$ cat src/rtl/memwin_pkg.sv
// Shared types for the memory window decoder.
// Assumes a 64K space cut into 8K sections and 2K fine pieces.
package memwin_pkg;

    // Per-half bank gating choice.
    typedef enum logic [1:0] {
        BM_FIXED = 2'b00,
        BM_BOTH  = 2'b01,
        BM_LOWER = 2'b10,
        BM_UPPER = 2'b11
    } bank_mode_e;

    // Fine piece answer mode.
    typedef enum logic [1:0] {
        FC_NEVER    = 2'b00,
        FC_WHEN_OUT = 2'b01,
        FC_WHEN_IN  = 2'b10,
        FC_ALWAYS   = 2'b11
    } fine_code_e;

    // Registered decoder outputs.
    typedef struct packed {
        logic sel;
        logic lo_en_n;
        logic hi_en_n;
    } win_out_t;

endpackage

$ cat src/rtl/memwin_half_gate.sv
// Works out which 32K half is live from the bank mode and the occlusion state.
// Assumes two halves; a switchable half dies while the bank is occluded.
module memwin_half_gate
    import memwin_pkg::*;
(
    input  logic [1:0] bank_mode_i,
    input  logic       occluded_i,
    output logic [1:0] half_live_o
);
    localparam int HALVES = 2;

    logic [HALVES-1:0] switchable;

    // Decode which halves follow the bank state.
    always_comb begin
        case (bank_mode_e'(bank_mode_i))
            BM_FIXED: switchable = 2'b00;
            BM_BOTH:  switchable = 2'b11;
            BM_LOWER: switchable = 2'b01;
            BM_UPPER: switchable = 2'b10;
            default:  switchable = 2'b00;
        endcase
    end

    for (genvar h = 0; h < HALVES; h++) begin : g_half
        assign half_live_o[h] = !(switchable[h] && occluded_i);
    end

endmodule

$ cat src/rtl/memwin_coarse.sv
// Coarse section decode: one enable per 8K section, gated by its half.
// Assumes the most significant section bit names the 32K half.
module memwin_coarse #(
    parameter int NUM_SECT = 8
) (
    input  logic [$clog2(NUM_SECT)-1:0] sect_idx_i,
    input  logic [NUM_SECT-1:0]         sect_sw_i,
    input  logic [1:0]                  half_live_i,
    output logic                        coarse_hit_o,
    output logic                        in_top_o
);
    localparam int SECT_BITS = $clog2(NUM_SECT);
    localparam logic [SECT_BITS-1:0] TOP_SECT = SECT_BITS'(NUM_SECT - 1);

    logic [NUM_SECT-1:0] sect_hit;

    for (genvar k = 0; k < NUM_SECT; k++) begin : g_sect
        assign sect_hit[k] = sect_sw_i[k] && half_live_i[k / (NUM_SECT / 2)];
    end

    assign coarse_hit_o = sect_hit[sect_idx_i];
    assign in_top_o     = (sect_idx_i == TOP_SECT);

endmodule

$ cat src/rtl/memwin_fine.sv
// Fine decode of the top section: each 2K piece answers per its 2-bit code.
// Assumes an all-zero code set means the coarse path owns the top section.
module memwin_fine
    import memwin_pkg::*;
#(
    parameter int FINE_PIECES = 4
) (
    input  logic [$clog2(FINE_PIECES)-1:0] piece_idx_i,
    input  logic [2*FINE_PIECES-1:0]       fine_sw_i,
    input  logic                           occluded_i,
    output logic                           fine_active_o,
    output logic                           fine_hit_o
);
    logic [FINE_PIECES-1:0] piece_hit;

    for (genvar p = 0; p < FINE_PIECES; p++) begin : g_piece
        // Resolve one piece's code against the bank state.
        always_comb begin
            case (fine_code_e'(fine_sw_i[2*p +: 2]))
                FC_NEVER:    piece_hit[p] = 1'b0;
                FC_WHEN_OUT: piece_hit[p] = occluded_i;
                FC_WHEN_IN:  piece_hit[p] = !occluded_i;
                FC_ALWAYS:   piece_hit[p] = 1'b1;
                default:     piece_hit[p] = 1'b0;
            endcase
        end
    end

    assign fine_active_o = |fine_sw_i;
    assign fine_hit_o    = piece_hit[piece_idx_i];

endmodule

$ cat src/rtl/memwin_quadrant.sv
// Quadrant presence: a part-populated card sits low, or high when remapped.
// Assumes four 16K quadrants and CARD_QUARTERS between 1 and 4.
module memwin_quadrant #(
    parameter int CARD_QUARTERS = 3
) (
    input  logic [1:0] quad_i,
    input  logic       remap_i,
    output logic       present_o
);
    localparam int QUADS = 4;

    logic [QUADS-1:0] mask_low;
    logic [QUADS-1:0] mask_high;

    for (genvar q = 0; q < QUADS; q++) begin : g_quad
        assign mask_low[q]  = (q < CARD_QUARTERS);
        assign mask_high[q] = (q >= QUADS - CARD_QUARTERS);
    end

    assign present_o = remap_i ? mask_high[quad_i] : mask_low[quad_i];

endmodule

$ cat src/rtl/memwin_decode.sv
// Top of the memory window decoder: combines coarse, fine, half and quadrant
// decode and registers the select and half enables.
// Assumes addr_hi_i carries A15..A11 and the bus qualifiers are stable per cycle.
module memwin_decode
    import memwin_pkg::*;
#(
    parameter int NUM_SECT      = 8,
    parameter int FINE_PIECES   = 4,
    parameter int CARD_QUARTERS = 3
) (
    input  logic                                       clk,
    input  logic                                       rst_n,
    input  logic [$clog2(NUM_SECT)+$clog2(FINE_PIECES)-1:0] addr_hi_i,
    input  logic                                       mem_cycle_i,
    input  logic                                       refresh_i,
    input  logic                                       occluded_i,
    input  logic [NUM_SECT-1:0]                        sect_sw_i,
    input  logic [2*FINE_PIECES-1:0]                   fine_sw_i,
    input  logic [1:0]                                 bank_mode_i,
    input  logic                                       remap_i,
    output logic                                       sel_o,
    output logic                                       lo_en_n_o,
    output logic                                       hi_en_n_o
);
    localparam int SECT_BITS  = $clog2(NUM_SECT);
    localparam int PIECE_BITS = $clog2(FINE_PIECES);
    localparam int TAG_W      = SECT_BITS + PIECE_BITS;

    logic [SECT_BITS-1:0]  sect_idx;
    logic [PIECE_BITS-1:0] piece_idx;
    logic [1:0]            half_live;
    logic                  coarse_hit, in_top;
    logic                  fine_active, fine_hit;
    logic                  present;
    logic                  hit;
    win_out_t              nxt, cur;

    assign sect_idx  = addr_hi_i[TAG_W-1 -: SECT_BITS];
    assign piece_idx = addr_hi_i[PIECE_BITS-1:0];

    memwin_half_gate u_gate (
        .bank_mode_i (bank_mode_i),
        .occluded_i  (occluded_i),
        .half_live_o (half_live)
    );

    memwin_coarse #(.NUM_SECT(NUM_SECT)) u_coarse (
        .sect_idx_i   (sect_idx),
        .sect_sw_i    (sect_sw_i),
        .half_live_i  (half_live),
        .coarse_hit_o (coarse_hit),
        .in_top_o     (in_top)
    );

    memwin_fine #(.FINE_PIECES(FINE_PIECES)) u_fine (
        .piece_idx_i   (piece_idx),
        .fine_sw_i     (fine_sw_i),
        .occluded_i    (occluded_i),
        .fine_active_o (fine_active),
        .fine_hit_o    (fine_hit)
    );

    memwin_quadrant #(.CARD_QUARTERS(CARD_QUARTERS)) u_quad (
        .quad_i    (addr_hi_i[TAG_W-1 -: 2]),
        .remap_i   (remap_i),
        .present_o (present)
    );

    // Pick the fine or coarse answer and qualify it with the bus cycle.
    always_comb begin
        hit         = (in_top && fine_active) ? fine_hit : coarse_hit;
        nxt.sel     = mem_cycle_i && !refresh_i && present && hit;
        nxt.lo_en_n = !half_live[0];
        nxt.hi_en_n = !half_live[1];
    end

    // Register the outputs; reset closes the card.
    always_ff @(posedge clk) begin
        if (!rst_n) begin
            cur <= '{sel: 1'b0, lo_en_n: 1'b1, hi_en_n: 1'b1};
        end else begin
            cur <= nxt;
        end
    end

    assign sel_o     = cur.sel;
    assign lo_en_n_o = cur.lo_en_n;
    assign hi_en_n_o = cur.hi_en_n;

endmodule

$ cat config.mk
export PLATFORM = sky130hd
export DESIGN_NAME = memwin_decode
export DESIGN_NICKNAME = d
export VERILOG_FILES = /design/src/rtl/memwin_pkg.sv /design/src/rtl/memwin_half_gate.sv /design/src/rtl/memwin_coarse.sv /design/src/rtl/memwin_fine.sv /design/src/rtl/memwin_quadrant.sv /design/src/rtl/memwin_decode.sv
export SDC_FILE = /design/constraint.sdc
export NUM_CORES = 1
export LEC_CHECK = 0
export BUFFER_PORTS_ARGS = -buffer_cell sky130_fd_sc_hd__buf_2
export CAP_MARGIN = 10
export CORE_AREA = 2 2 39 41
export CTS_CLUSTER_DIAMETER = 150
export DETAILED_ROUTE_END_ITERATION = 16
export DIE_AREA = 0 0 41 43
export MAX_ROUTING_LAYER = met4
export PLACE_DENSITY = 0.6
export RECOVER_POWER = 25
export SLEW_MARGIN = 20
export SYNTH_ARGS = -nofsm -noshare
export SYNTH_HDL_FRONTEND = slang
export SYNTH_SLANG_ARGS = --single-unit
$ cat constraint.sdc
create_clock -name clk -period 1.7 [get_ports clk]
set_input_delay 0.255 -clock clk [delete_from_list [all_inputs] [get_ports clk]]
set_output_delay 0.255 -clock clk [all_outputs]
set_load 0.02 [all_outputs]
==> out/qor.yml <==
initial_utilization_pct: 21.1
cts_setup_buffers: 0
num_vias: 360
grt_max_degree: 7
avgRoutedWirePerCell_um: 9.68
use_met1_pct: 9.06
drv_slew: 0
hold_path_startpoint: "rst_n"
area_growth_pct: 68.7
syn_area_um2: 292
required_ps: 1820
worst_slew_margin_rel_pct: 82.3
io_pins: 32
first_iter_violations: 3
drt-pass1-iter-count: 4
clkSinkCount: 3
portBuffers: 31
syn_avg_cell_area_um2: 10.1
synth_fa_ha_area_share_pct: 0
fill_cells: 149
hold_violations: 0
syn-num-nets: 58
cp-startpoint: "addr_hi_i[0]"
use_met3_pct: 6.28
gr-usage-met2_pct: 16.6
via_per_inst: 4.50
postSynthRegisterBits: 3
die_y_um: 43
whs_path_depth: 2
syn-instance-count: 29
power.density_nw_per_um2: 593
grt-ovfl-total: 0
grt_pass1_wl_um: 1170
rsz0062_at_grt: "no"
synth_xor_area_share_pct: 6.01
antenna_cells: 0
totalWireLength_um: 774
maxCapViolCount: 0
clock_path_buffers: 2
holdCritPathClass: "in -> reg"
drc: 0
setup_violations: 0
cp-end-kind: "flop"
ir_drop_uv: 249
gr-usage-all-layers_pct: 10.5
num_rows: 14
core-area_um2: 1380
fin_tns_setup_ps: 0
path_class: "in -> reg"
antenna_left: 0
worst_setup_path_start_kind: "input port"
synthSimpleGateAreaFrac_pct: 21.0
dieArea_um2: 1760
worst-slew-pin-transition_ps: 264
nets: 94
grt_pass1_vias: 333
power_mw: 0.292
ys_seq_area_share_pct: 20.6
htreeDepth: 1
clk_pin_slew_ps: 40
status: "finished, final reports clean"
clockRootBuffer: "clkbuf_4"
cts_buffers: 3
synth_compound_area_share_pct: 9.01
crit_arrival_ps: 1280
die_x_um: 41
final_core_util_pct: 35.5
post_cts_resized: 0
cellLeakagePower_nw: 0.253
synth_warnings: 0
fin_area_um2: 492
muxShareOfSynthArea_pct: 43.3
cts_tree: "done"
whs_endpoint: "lo_en_n_o"
synth_top_family_by_area: "multiplexers"
period_share_pct: 67.9
hold_buffers: 0
grt_most_used_layer: "met2"
fin_crit_ps: 1150
critPathMaxFanout: 2
postPlaceCellArea_um2: 467
gp_routability_congestion: 0.644
synth_cell_types: 14
fmaxAchievable_mhz: 866
antenna_found_initial: 0
drive_gt1_share_pct: 53.1
## placed cells by master, fill, tap and decap left out, types with 2 or more instances in the layout
cell type,n
nor4_1,2
clkbuf_4,3
nand2_1,8
buf_2,30
nor2_1,2
mux4_1,4
a21oi_1,2
clkbuf_1,2
dfxtp_1,3
## report_power, final
part / internal [mW] / total [mW] / switching (mW)
combinational: 0.0517 / 0.0863 / 0.0346
sequential: 0.0749 / 0.0757 / 0.000775
clock: 0.0883 / 0.130 / 0.0414
## synthesized netlist by cell type
| cell type | instances | area (um^2) |
|---|---|---|
| nand2_1 | 8 | 30.0 |
| mux4_1 | 4 | 105 |
| dfxtp_1 | 3 | 60.1 |
| a21oi_1 | 2 | 10.0 |
| nor2_1 | 2 | 7.51 |
| nor4_1 | 2 | 12.5 |
| a211o_1 | 1 | 8.76 |
| mux2_2 | 1 | 11.3 |
| mux2i_1 | 1 | 10.0 |
| nand2b_1 | 1 | 6.26 |
| nand3_1 | 1 | 5.00 |
| o211ai_1 | 1 | 7.51 |
| xnor2_1 | 1 | 8.76 |
| xor2_1 | 1 | 8.76 |
## area by class of cell
type	count	area, um^2	area share [%]
sequential	3	60.1	12.2
multi-input combinational	26	231	47.1
timing repair buffer	31	154	31.3
tap	16	20.0	4.07
clock buffer	4	26.3	5.34
## kinds of logic (layout without fill, tap and decap cells)
logic type	after synthesis	count (layout)
multiplexers	6	6
XOR/XNOR	2	2
AO/OA/AOI/OAI	4	4
buffers and inverters	0	35
flip-flops	3	3
AND/OR/NAND/NOR	14	14
## per-stage QoR
| step | cells | hold slack (ps) | setup slack (ps) |
|---|---|---|---|
| after floorplan | 29 | 317 | 449 |
| after global placement | 76 | 454 | 289 |
| after detailed placement | 76 | 453 | 291 |
| after CTS | 80 | 201 | 545 |
| after global routing | 80 | 214 | 470 |
| final | 80 | 207 | 545 |
## sequential cells by signal (all words and copies together), names as in the netlist
name       cells
hi_en_n_o      1
sel_o          1
lo_en_n_o      1
## how the worst max path moves through the flow
| stage | depth (start not counted) | to | slack, ps |
|---|---|---|---|
| 2_1_floorplan | 4 | sel_o | 450 |
| 3_3_place_gp | 5 | sel_o | 290 |
| 3_5_place_dp | 5 | sel_o | 290 |
| 4_1_cts | 5 | sel_o | 550 |
| 5_1_grt | 5 | sel_o | 470 |
| 6_report | 5 | sel_o | 550 |
## critical path, stage by stage
cell,delay [ps]
buf_2,100
mux4_1,530
mux2_2,270
nand2_1,60
a21oi_1,60
## metal layers
layer | wire length [um] | vias up
li1 | - | 187
met1 | 268 | 156
met2 | 426 | 17
met3 | 79 | 0
met4 | 0 | 0
met5 | 0 | -
No activity file was read; power rests on OpenSTA's default activity.
